--- src/rtl/srx_pkg.sv ---
package srx_pkg;
  localparam int CHAR_W = 9;
  localparam int CNT_W  = 4;
  localparam int PH_W   = 4;

  typedef enum logic [2:0] {
    ST_IDLE, ST_START, ST_DATA, ST_EXTRA, ST_STOP
  } rx_state_e;

  // last tick index within one bit
  function automatic logic [PH_W-1:0] osr_last(input logic os16);
    return os16 ? PH_W'(15) : PH_W'(7);
  endfunction

  // centre tick index within one bit
  function automatic logic [PH_W-1:0] osr_mid(input logic os16);
    return os16 ? PH_W'(8) : PH_W'(4);
  endfunction

  function automatic logic maj3(input logic a, input logic b, input logic c);
    return (a & b) | (a & c) | (b & c);
  endfunction

  function automatic logic [CNT_W-1:0] clamp_bits(input logic [CNT_W-1:0] n);
    if (n < CNT_W'(5)) return CNT_W'(5);
    if (n > CNT_W'(CHAR_W)) return CNT_W'(CHAR_W);
    return n;
  endfunction

  function automatic logic parity_on(input logic [1:0] sel);
    return (sel == 2'd1) || (sel == 2'd2);
  endfunction

  function automatic logic [CHAR_W-1:0] shift_in(input logic [CHAR_W-1:0] sh,
                                                 input logic b, input logic msb);
    return msb ? {sh[CHAR_W-2:0], b} : {b, sh[CHAR_W-1:1]};
  endfunction

  // right-align the assembled character
  function automatic logic [CHAR_W-1:0] align_char(input logic [CHAR_W-1:0] sh,
                                                   input logic [CNT_W-1:0] n,
                                                   input logic msb);
    logic [CHAR_W-1:0] mask;
    mask = {CHAR_W{1'b1}} >> (CNT_W'(CHAR_W) - n);
    return msb ? (sh & mask) : (sh >> (CNT_W'(CHAR_W) - n));
  endfunction

  function automatic logic parity_ok(input logic [CHAR_W-1:0] d, input logic pbit,
                                     input logic [1:0] sel);
    case (sel)
      2'd1:    return ((^d) ^ pbit) == 1'b0;
      2'd2:    return ((^d) ^ pbit) == 1'b1;
      default: return 1'b1;
    endcase
  endfunction
endpackage

--- src/rtl/srx_sampler.sv ---
module srx_sampler
  import srx_pkg::*;
#(
  parameter int SYNC_STAGES = 2
) (
  input  logic clk,
  input  logic rst_n,
  input  logic os_tick,
  input  logic os16,
  input  logic rx_in,
  input  logic busy,
  output logic start_edge,
  output logic vote_strobe,
  output logic vote_val,
  output logic bit_end
);
  logic [SYNC_STAGES-1:0] sync_q;
  logic                   line_s;
  logic                   line_prev;
  logic [PH_W-1:0]        ph;
  logic                   samp_a, samp_b;
  logic [PH_W-1:0]        ph_mid, ph_last;

  assign ph_mid      = osr_mid(os16);
  assign ph_last     = osr_last(os16);
  assign line_s      = sync_q[SYNC_STAGES-1];
  assign start_edge  = os_tick & ~busy & line_prev & ~line_s;
  assign vote_strobe = os_tick & busy & (ph == ph_mid + PH_W'(1));
  assign vote_val    = maj3(samp_a, samp_b, line_s);
  assign bit_end     = os_tick & busy & (ph == ph_last);

  always_ff @(posedge clk or negedge rst_n) begin
    if (!rst_n) begin
      sync_q    <= '1;
      line_prev <= 1'b1;
      ph        <= '0;
      samp_a    <= 1'b1;
      samp_b    <= 1'b1;
    end else begin
      sync_q <= {sync_q[SYNC_STAGES-2:0], rx_in};
      if (os_tick) line_prev <= line_s;
      if (start_edge)   ph <= PH_W'(1);
      else if (!busy)   ph <= '0;
      else if (os_tick) ph <= (ph == ph_last) ? '0 : ph + PH_W'(1);
      if (os_tick && busy && ph == ph_mid - PH_W'(1)) samp_a <= line_s;
      if (os_tick && busy && ph == ph_mid)            samp_b <= line_s;
    end
  end

  assert_tick_split_R3: assert property (@(posedge clk) disable iff (!rst_n)
    vote_strobe |-> !bit_end);
endmodule

--- src/rtl/srx_framer.sv ---
module srx_framer
  import srx_pkg::*;
(
  input  logic              clk,
  input  logic              rst_n,
  input  logic              start_edge,
  input  logic              vote_strobe,
  input  logic              vote_val,
  input  logic              bit_end,
  input  logic [CNT_W-1:0]  nbits,
  input  logic [1:0]        psel,
  input  logic              msb,
  input  logic              md,
  output logic              busy,
  output logic              frame_done,
  output logic              glitch,
  output logic [CHAR_W-1:0] char_q,
  output logic              extra_q,
  output logic              stop_q,
  output logic              brk_q
);
  rx_state_e         st;
  logic [CHAR_W-1:0] sh;
  logic [CNT_W-1:0]  cnt;
  logic [CNT_W-1:0]  nb_eff;
  logic              seen_high;
  logic              has_extra;

  assign nb_eff    = clamp_bits(nbits);
  assign has_extra = md | parity_on(psel);
  assign busy      = (st != ST_IDLE);

  always_ff @(posedge clk or negedge rst_n) begin
    if (!rst_n) begin
      st <= ST_IDLE; sh <= '0; cnt <= '0; seen_high <= 1'b0;
      frame_done <= 1'b0; glitch <= 1'b0;
      char_q <= '0; extra_q <= 1'b0; stop_q <= 1'b1; brk_q <= 1'b0;
    end else begin
      frame_done <= 1'b0;
      glitch     <= 1'b0;
      case (st)
        ST_IDLE: if (start_edge) begin
          st <= ST_START; sh <= '0; cnt <= '0; seen_high <= 1'b0; extra_q <= 1'b0;
        end
        ST_START: begin
          if (vote_strobe && vote_val) begin
            st <= ST_IDLE; glitch <= 1'b1;
          end else if (bit_end) st <= ST_DATA;
        end
        ST_DATA: begin
          if (vote_strobe) begin
            sh        <= shift_in(sh, vote_val, msb);
            cnt       <= cnt + CNT_W'(1);
            seen_high <= seen_high | vote_val;
          end
          if (bit_end && cnt == nb_eff) st <= has_extra ? ST_EXTRA : ST_STOP;
        end
        ST_EXTRA: begin
          if (vote_strobe) begin
            extra_q   <= vote_val;
            seen_high <= seen_high | vote_val;
          end
          if (bit_end) st <= ST_STOP;
        end
        ST_STOP: if (vote_strobe) begin
          st         <= ST_IDLE;
          frame_done <= 1'b1;
          stop_q     <= vote_val;
          brk_q      <= ~(seen_high | vote_val);
          char_q     <= align_char(sh, nb_eff, msb);
        end
        default: st <= ST_IDLE;
      endcase
    end
  end

  assert_done_on_vote_R5: assert property (@(posedge clk) disable iff (!rst_n)
    frame_done |-> $past(vote_strobe));
  assert_glitch_drop_R7: assert property (@(posedge clk) disable iff (!rst_n)
    glitch |-> !frame_done && !busy);
endmodule

--- src/rtl/srx_idle_timer.sv ---
module srx_idle_timer
  import srx_pkg::*;
#(
  parameter int TO_W = 8
) (
  input  logic            clk,
  input  logic            rst_n,
  input  logic            os_tick,
  input  logic            os16,
  input  logic            busy,
  input  logic            start_edge,
  input  logic            frame_done,
  input  logic [TO_W-1:0] limit,
  output logic            tmo_pulse
);
  logic [PH_W-1:0] os_cnt;
  logic [TO_W-1:0] bit_cnt;
  logic            armed;
  logic            count_en;
  logic            period_end;

  assign count_en   = armed & ~busy & os_tick & (limit != '0) & ~frame_done & ~start_edge;
  assign period_end = count_en & (os_cnt == osr_last(os16));
  assign tmo_pulse  = period_end & (bit_cnt == limit - TO_W'(1));

  always_ff @(posedge clk or negedge rst_n) begin
    if (!rst_n) begin
      os_cnt <= '0; bit_cnt <= '0; armed <= 1'b0;
    end else if (frame_done) begin
      os_cnt <= '0; bit_cnt <= '0; armed <= 1'b1;
    end else if (start_edge) begin
      os_cnt <= '0; bit_cnt <= '0;
    end else if (tmo_pulse) begin
      os_cnt <= '0; bit_cnt <= '0; armed <= 1'b0;
    end else if (count_en) begin
      os_cnt <= period_end ? '0 : os_cnt + PH_W'(1);
      if (period_end) bit_cnt <= bit_cnt + TO_W'(1);
    end
  end

  assert_disarm_R10: assert property (@(posedge clk) disable iff (!rst_n)
    tmo_pulse |=> !armed);
  assert_single_shot_R11: assert property (@(posedge clk) disable iff (!rst_n)
    tmo_pulse |=> !tmo_pulse);
endmodule

--- src/rtl/serial_rx_core.sv ---
module serial_rx_core
  import srx_pkg::*;
#(
  parameter int TO_W        = 8,
  parameter int SYNC_STAGES = 2
) (
  input  logic              clk,
  input  logic              rst_n,
  input  logic              os_tick,
  input  logic              os16_sel,
  input  logic [CNT_W-1:0]  char_bits,
  input  logic [1:0]        parity_sel,
  input  logic              msb_first,
  input  logic              multidrop,
  input  logic [TO_W-1:0]   timeout_len,
  input  logic              rx_in,
  input  logic              rd_ack,
  input  logic              clr_status,
  output logic [CHAR_W-1:0] rx_data,
  output logic              rx_addr,
  output logic              rx_strobe,
  output logic              rx_full,
  output logic              err_parity,
  output logic              err_frame,
  output logic              err_overrun,
  output logic              brk_det,
  output logic              timeout_flag
);
  logic              busy, start_edge, vote_strobe, vote_val, bit_end;
  logic              frame_done, glitch, extra_q, stop_q, brk_q, tmo_pulse;
  logic [CHAR_W-1:0] char_q;

  srx_sampler #(.SYNC_STAGES(SYNC_STAGES)) u_sampler (
    .clk(clk), .rst_n(rst_n), .os_tick(os_tick), .os16(os16_sel), .rx_in(rx_in),
    .busy(busy), .start_edge(start_edge), .vote_strobe(vote_strobe),
    .vote_val(vote_val), .bit_end(bit_end));

  srx_framer u_framer (
    .clk(clk), .rst_n(rst_n), .start_edge(start_edge), .vote_strobe(vote_strobe),
    .vote_val(vote_val), .bit_end(bit_end), .nbits(char_bits), .psel(parity_sel),
    .msb(msb_first), .md(multidrop), .busy(busy), .frame_done(frame_done),
    .glitch(glitch), .char_q(char_q), .extra_q(extra_q), .stop_q(stop_q),
    .brk_q(brk_q));

  srx_idle_timer #(.TO_W(TO_W)) u_timer (
    .clk(clk), .rst_n(rst_n), .os_tick(os_tick), .os16(os16_sel), .busy(busy),
    .start_edge(start_edge), .frame_done(frame_done), .limit(timeout_len),
    .tmo_pulse(tmo_pulse));

  always_ff @(posedge clk or negedge rst_n) begin
    if (!rst_n) begin
      rx_data <= '0; rx_addr <= 1'b0; rx_strobe <= 1'b0; rx_full <= 1'b0;
      err_parity <= 1'b0; err_frame <= 1'b0; err_overrun <= 1'b0;
      brk_det <= 1'b0; timeout_flag <= 1'b0;
    end else begin
      rx_strobe <= 1'b0;
      if (rd_ack) rx_full <= 1'b0;
      if (clr_status) begin
        err_parity <= 1'b0; err_frame <= 1'b0; err_overrun <= 1'b0;
        brk_det <= 1'b0; timeout_flag <= 1'b0;
      end
      if (tmo_pulse) timeout_flag <= 1'b1;
      if (frame_done) begin
        if (brk_q) begin
          brk_det   <= 1'b1;
          err_frame <= 1'b1;
        end else begin
          rx_data   <= char_q;
          rx_addr   <= multidrop & extra_q;
          rx_strobe <= 1'b1;
          rx_full   <= 1'b1;
          if (!stop_q) err_frame <= 1'b1;
          if (!multidrop && !parity_ok(char_q, extra_q, parity_sel)) err_parity <= 1'b1;
          if (rx_full && !rd_ack) err_overrun <= 1'b1;
        end
      end
    end
  end

  assert_strobe_single_R12: assert property (@(posedge clk) disable iff (!rst_n)
    rx_strobe |=> !rx_strobe);
  assert_full_with_strobe_R12: assert property (@(posedge clk) disable iff (!rst_n)
    rx_strobe |-> rx_full);
  assert_overrun_cause_R6: assert property (@(posedge clk) disable iff (!rst_n)
    $rose(err_overrun) |-> $past(rx_full));
  assert_break_silent_R9: assert property (@(posedge clk) disable iff (!rst_n)
    $rose(brk_det) |-> !rx_strobe);
  assert_md_no_parity_R8: assert property (@(posedge clk) disable iff (!rst_n)
    (multidrop && $past(multidrop)) |-> !$rose(err_parity));
  assert_glitch_quiet_R7: assert property (@(posedge clk) disable iff (!rst_n)
    glitch |=> !rx_strobe);
endmodule

--- config.mk ---
export PLATFORM = sky130hd
export DESIGN_NAME = serial_rx_core
export DESIGN_NICKNAME = d
export VERILOG_FILES = /design/src/rtl/srx_pkg.sv /design/src/rtl/srx_sampler.sv /design/src/rtl/srx_framer.sv /design/src/rtl/srx_idle_timer.sv /design/src/rtl/serial_rx_core.sv
export SDC_FILE = /design/constraint.sdc
export NUM_CORES = 1
export LEC_CHECK = 0
export ABC_AREA = 1
export BUFFER_PORTS_ARGS = -buffer_cell sky130_fd_sc_hd__buf_2
export CAP_MARGIN = 10
export CORE_MARGIN = 5
export CORE_UTILIZATION = 55
export DETAILED_ROUTE_END_ITERATION = 16
export GPL_ROUTABILITY_DRIVEN = 0
export MAX_ROUTING_LAYER = met4
export PLACE_DENSITY = 0.86
export SETUP_SLACK_MARGIN = 0.02
export SYNTH_ARGS = -nofsm -noshare
export SYNTH_HDL_FRONTEND = slang
export SYNTH_HIERARCHICAL = 1
export SYNTH_SLANG_ARGS = --single-unit
--- constraint.sdc ---
create_clock -name clk -period 4 [get_ports clk]
set_input_delay 1 -clock clk [delete_from_list [all_inputs] [get_ports clk]]
set_output_delay 1 -clock clk [all_outputs]
set_load 0.01 [all_outputs]
# Word level (Yosys, flattened, before mapping)
# Index checks and enable logic that the tools add are counted.
# word_totals
regBits	69
latchBits	0
mem_bits_rw	0
rom_bits	0
in_bits	23
output_inout_bits	17
elab_cells	196
mem_count	0
# op_classes
n_addsub	8
n_mul	0
n_div	0
magnitude_cmp	2
eq_ne	23
n_shift	2
n_mux	74
n_bitwise	30
reduce_logical	31
# op_table
operator	n
$mux W4	17
$mux W8	5
$mux W9	4
$mux W1	35
$eq A4 B4 Y1	6
$mux W3	7
$pmux W9 S2	1
$and A1 B1 Y1	17
$add A4 B1 Y4 const B	4
$pmux W3 S5	1
$ne A2 B1 Y1 const B	7
$reduce_bool A2 Y1	5
$and A9 B9 Y9	1
$reduce_and A3 Y1	3
$reduce_xor A9 Y1	1
$shr A9 B4 Y9	1
$shr A9 B4 Y9 const A	1
$add A8 B1 Y8 const B	1
$eq A8 B8 Y1	1
$pmux W4 S2	1
$reduce_and A2 Y1	4
$reduce_bool A4 Y1	2
$reduce_bool A8 Y1	1
$sub A8 B1 Y8 const B	1
other kinds (23)	43

# Longest topological paths before layout
# logic_depth
word_depth	13
depth_mapped	15
depth_no_buf	15

# Modules after synthesis
# The synthesis kept the hierarchy.
# by_module_without_submodules
module	instances	cells_each	area_each_um2
srx_framer	1	262	1959.4
srx_idle_timer	1	171	1133.6
serial_rx_core	1	114	863.3
srx_sampler	1	69	524.3

# Worst setup path before layout
# OpenSTA, ideal clock, no wires.
# synth_path
path_kind	input to register
start	input port char_bits[3]
end	register u_framer.char_q[0]
setup_ns	0.077
arrival_time_ns	2.504
setup_slack_ns	1.419
cell_stages	11
path_cell_list	inv_2 > nand3_4 > buf_2 > ha_1 > ha_1 > clkbuf_1 > nor2_1 > nand2_1 > a21oi_1 > a21oi_1 > a21oi_1
# synth_via
elab_chain_len	9
elab_cells_between_ends	13
# synth_rtl
element	line	text
start: declaration	serial_rx_core.sv:11	input logic [CNT_W-1:0] char_bits,
$gt A4 B4 Y1	srx_pkg.sv:26	if (n > CNT_W'(CHAR_W)) return CNT_W'(CHAR_W);
$mux W1 (2 in series)	srx_pkg.sv:26	
$mux W4	srx_pkg.sv:27	return n;
$mux W4 *	srx_pkg.sv:26	
$sub A4 B4 Y4 *	srx_pkg.sv:44, srx_pkg.sv:45	
$shr A9 B4 Y9	srx_pkg.sv:44	mask = {CHAR_W{1'b1}} >> (CNT_W'(CHAR_W) - n);
$and A9 B9 Y9	srx_pkg.sv:45	return msb ? (sh & mask) : (sh >> (CNT_W'(CHAR_W) - n));
$mux W9 *	srx_pkg.sv:45	
end signal: assignment	srx_framer.sv:70	char_q <= align_char(sh, nb_eff, msb);
end: declaration	srx_framer.sv:17	output logic [CHAR_W-1:0] char_q,
# Mark *: on every way between the ends. The rest lies on a longest branch, timed or not. The select of a mux whose other input is x is not followed.
# A chain may end at the register's enable or synchronous reset.

# Worst setup path after layout
# layout_path
start	input port os16_sel
end	register u_framer.char_q[0]
# layout_via
elab_chain_len	5
# layout_rtl
element	line	text
start: declaration	serial_rx_core.sv:10	input logic os16_sel,
$mux W4	srx_pkg.sv:17	return os16 ? PH_W'(8) : PH_W'(4);
$add A4 B1 Y4	srx_sampler.sv:28	assign vote_strobe = os_tick & busy & (ph == ph_mid + PH_W'(1));
$eq A4 B4 Y1	srx_sampler.sv:28	
$and A1 B1 Y1	srx_sampler.sv:28	
via vote_strobe	serial_rx_core.sv:29	logic busy, start_edge, vote_strobe, vote_val, bit_end;
$reduce_and A2 Y1 (no line)	n/a	
# The timed path passes the listed nets, and every way through them passes these cells.

==> metrics.cfg <==
[cells_and_area]
multi_input_area_sq_um=2330
stdcell_area_sq_um=4960
fill_cells=645
syn2layout_area_growth_pct=11.5
final_layout_size_suffix_gt1_share_pct=17.9
ff_latch_area_sq_um=1730
finalNetCount=691
antenna_cells=0

[floorplanning]
initial_utilization_pct=57.0
die_h_microns=99.9
core_sq_um=7810
die_width_microns=99.9
rows=32
fp.dieArea_sq_um=9990
ios=40

[place]
portBuffers=39
dpl_worst_slack_ns=1.14
hpwlAfterDp_microns=7640
placed_cell_area_sq_um=4740

[synth]
postSynthAreaPerCell_sq_um=7.25
ys_warn_count=6
synthCells=614
synth.cell_area_sq_um=4450
syn_nets=650

[hold_path]
min_to=u_sampler/sync_q[1]$_DFF_PN1_
hold_class=reg2reg
min_from=u_sampler/sync_q[0]$_DFF_PN1_
holdPathStages=0

[global_routing]
antenna_found_initial=0
grt_use_total_pct=22.2
grt.overflow.total=0
grt_pass1_vias=4060
grt_pass1_wl_microns=17600
grt_start_max_net_pins=39

[power]
vdd_drop_max_uv=277
power.static_leakage_nw=2.62
power_density_nw_per_um2=538

[sta]
finalSetupViolations=0
slew_headroom_pct=42.7
fmax_mhz=382
final_max_slew_viol_count=0
finalClockSkew_ns=0.0114
max_slew.worst_pin.slew_ns=0.859
finalHoldViolations=0
fin_tns_setup_ns=0
hold_slack_ns=0.358
layout_min_cycle_time_ns=2.62
worst_slack_ns=1.38
finalCritPeriodShare_pct=65.4
rsz0062_at_grt=no

[clock_network]
ctsResizeCount=0
cts_root_buf=clkbuf_8
clk_path_buf_depth=2
htree_num_levels=3
numCtsBuffers=9
cts.sinks=69
clk_pin_slew_ns=0.08
cts_tree=built
clk_latency_ns=0.35
holdBufCountCts=0
cts_setup_buffers=0

[run]
cap_violations=0

[critical_path]
cp.arrival_ns=2.86
crit_slowest_cell=nor2_1
reg2reg_slack_ns=1.53
worstSetupPathType=in2reg
cp-start-kind=input pin
cp_cell_sequence=buf_2 -> inv_1 -> nand2_1 -> nand2_2 -> nand3_1 -> nor2_1 -> nand3_2 -> inv_1 -> nand2_1 -> a21oi_1 -> a21oi_1
ff2ff_path_depth=9
cp_slowest_stage_delay_ns=0.44
critPathRequiredTime_ns=4.24
end_kind=register
reg2reg_to=u_framer/char_q[0]$_DFFE_PN0P_
r2r_start=u_framer/st[0]$_DFFE_PN0P_
cp_max_fo=14

[route]
drc=0
antenna_left=0
wl_per_cell_microns=13.5
drtIter0Drc=373
routed_wl_microns=10300
route.vias.total=4173
vias_per_cell=5.48
drt_pass1_iterations=6

[outcome]
outcome=finished clean

-- worst max path at each step --
| stage | end | slack, ns | cells past startpoint | startpoint |
|---|---|---|---|---|
| floorplan | u_framer/char_q[0]$_DFFE_PN0P_ | 1.42 | 11 | char_bits[3] |
| global placement | u_framer/char_q[2]$_DFFE_PN0P_ | 1.18 | 12 | os16_sel |
| detailed placement | u_framer/char_q[2]$_DFFE_PN0P_ | 1.14 | 12 | os16_sel |
| CTS | u_framer/char_q[2]$_DFFE_PN0P_ | 1.45 | 12 | os16_sel |
| global route | u_framer/char_q[2]$_DFFE_PN0P_ | 1.18 | 12 | os16_sel |
| finish | u_framer/char_q[0]$_DFFE_PN0P_ | 1.38 | 11 | os16_sel |
-- stage by stage --
stage | instances | power (mW) | util (%)
floorplan | 614 | 1.76 | -
global placement | 746 | 1.95 | 60.7
detailed placement | 746 | 2.01 | 60.7
CTS | 762 | 2.66 | 63.5
global route | 762 | 2.85 | 63.5
finish | 762 | 2.67 | 63.5
-- critical path: cells and delay by family --
family / cells / cell delay [ns]
compound gates: 2 / 0.23
simple gates: 6 / 1.13
buf+inv: 3 / 0.50
-- final cells by class --
type	count	area share, %
multi-input cells	446	47.0
clock buffers	9	2.50
well taps	102	2.57
repair buffers	41	4.24
flip-flops and latches	69	35.0
inverters	88	6.74
clock inverters	7	1.99
-- registers in the layout, summed over array words and instances (netlist names), 2 cells and up --
signal / flops
rx_data: 9
u_framer/char_q: 9
u_framer/sh: 9
u_timer/bit_cnt: 8
u_framer/cnt: 4
u_sampler/ph: 4
u_timer/os_cnt: 4
u_framer/st: 3
u_sampler/sync_q: 2
-- metal layers --
metal  up-vias  routed length [microns]  track usage [%]
met5         -                        0                -
met4         0                      245             9.45
met3        29                      640             4.17
met2       176                     4960             36.2
met1      1922                     4460             27.0
li1       2046                        -                -
-- where the power goes --
| part | switching, mW | total [mW] | internal, mW | leakage [nW] |
|---|---|---|---|---|
| Sequential | 0.196 | 1.07 | 0.871 | 0.890 |
| Clock | 0.285 | 0.639 | 0.354 | 0.110 |
| Combinational | 0.618 | 0.960 | 0.343 | 1.62 |
| Total | 1.10 | 2.67 | 1.57 | 2.62 |
-- cell usage in the layout, fill, tap and decap left out, types with 4 or more instances in the layout --
cell type / count
a21oi_1: 16
a31oi_1: 4
buf_2: 39
clkbuf_8: 9
dfrtp_1: 63
dfstp_2: 6
ha_1: 13
inv_1: 73
inv_2: 13
nand2_1: 188
nand2_2: 14
nand3_1: 54
nand3_2: 6
nand4_1: 4
nor2_1: 46
nor3_1: 4
o21ai_0: 25
o21ai_1: 14
o22ai_1: 10
xnor2_1: 4
xor2_1: 11
Power figures use the tool's default switching activity.
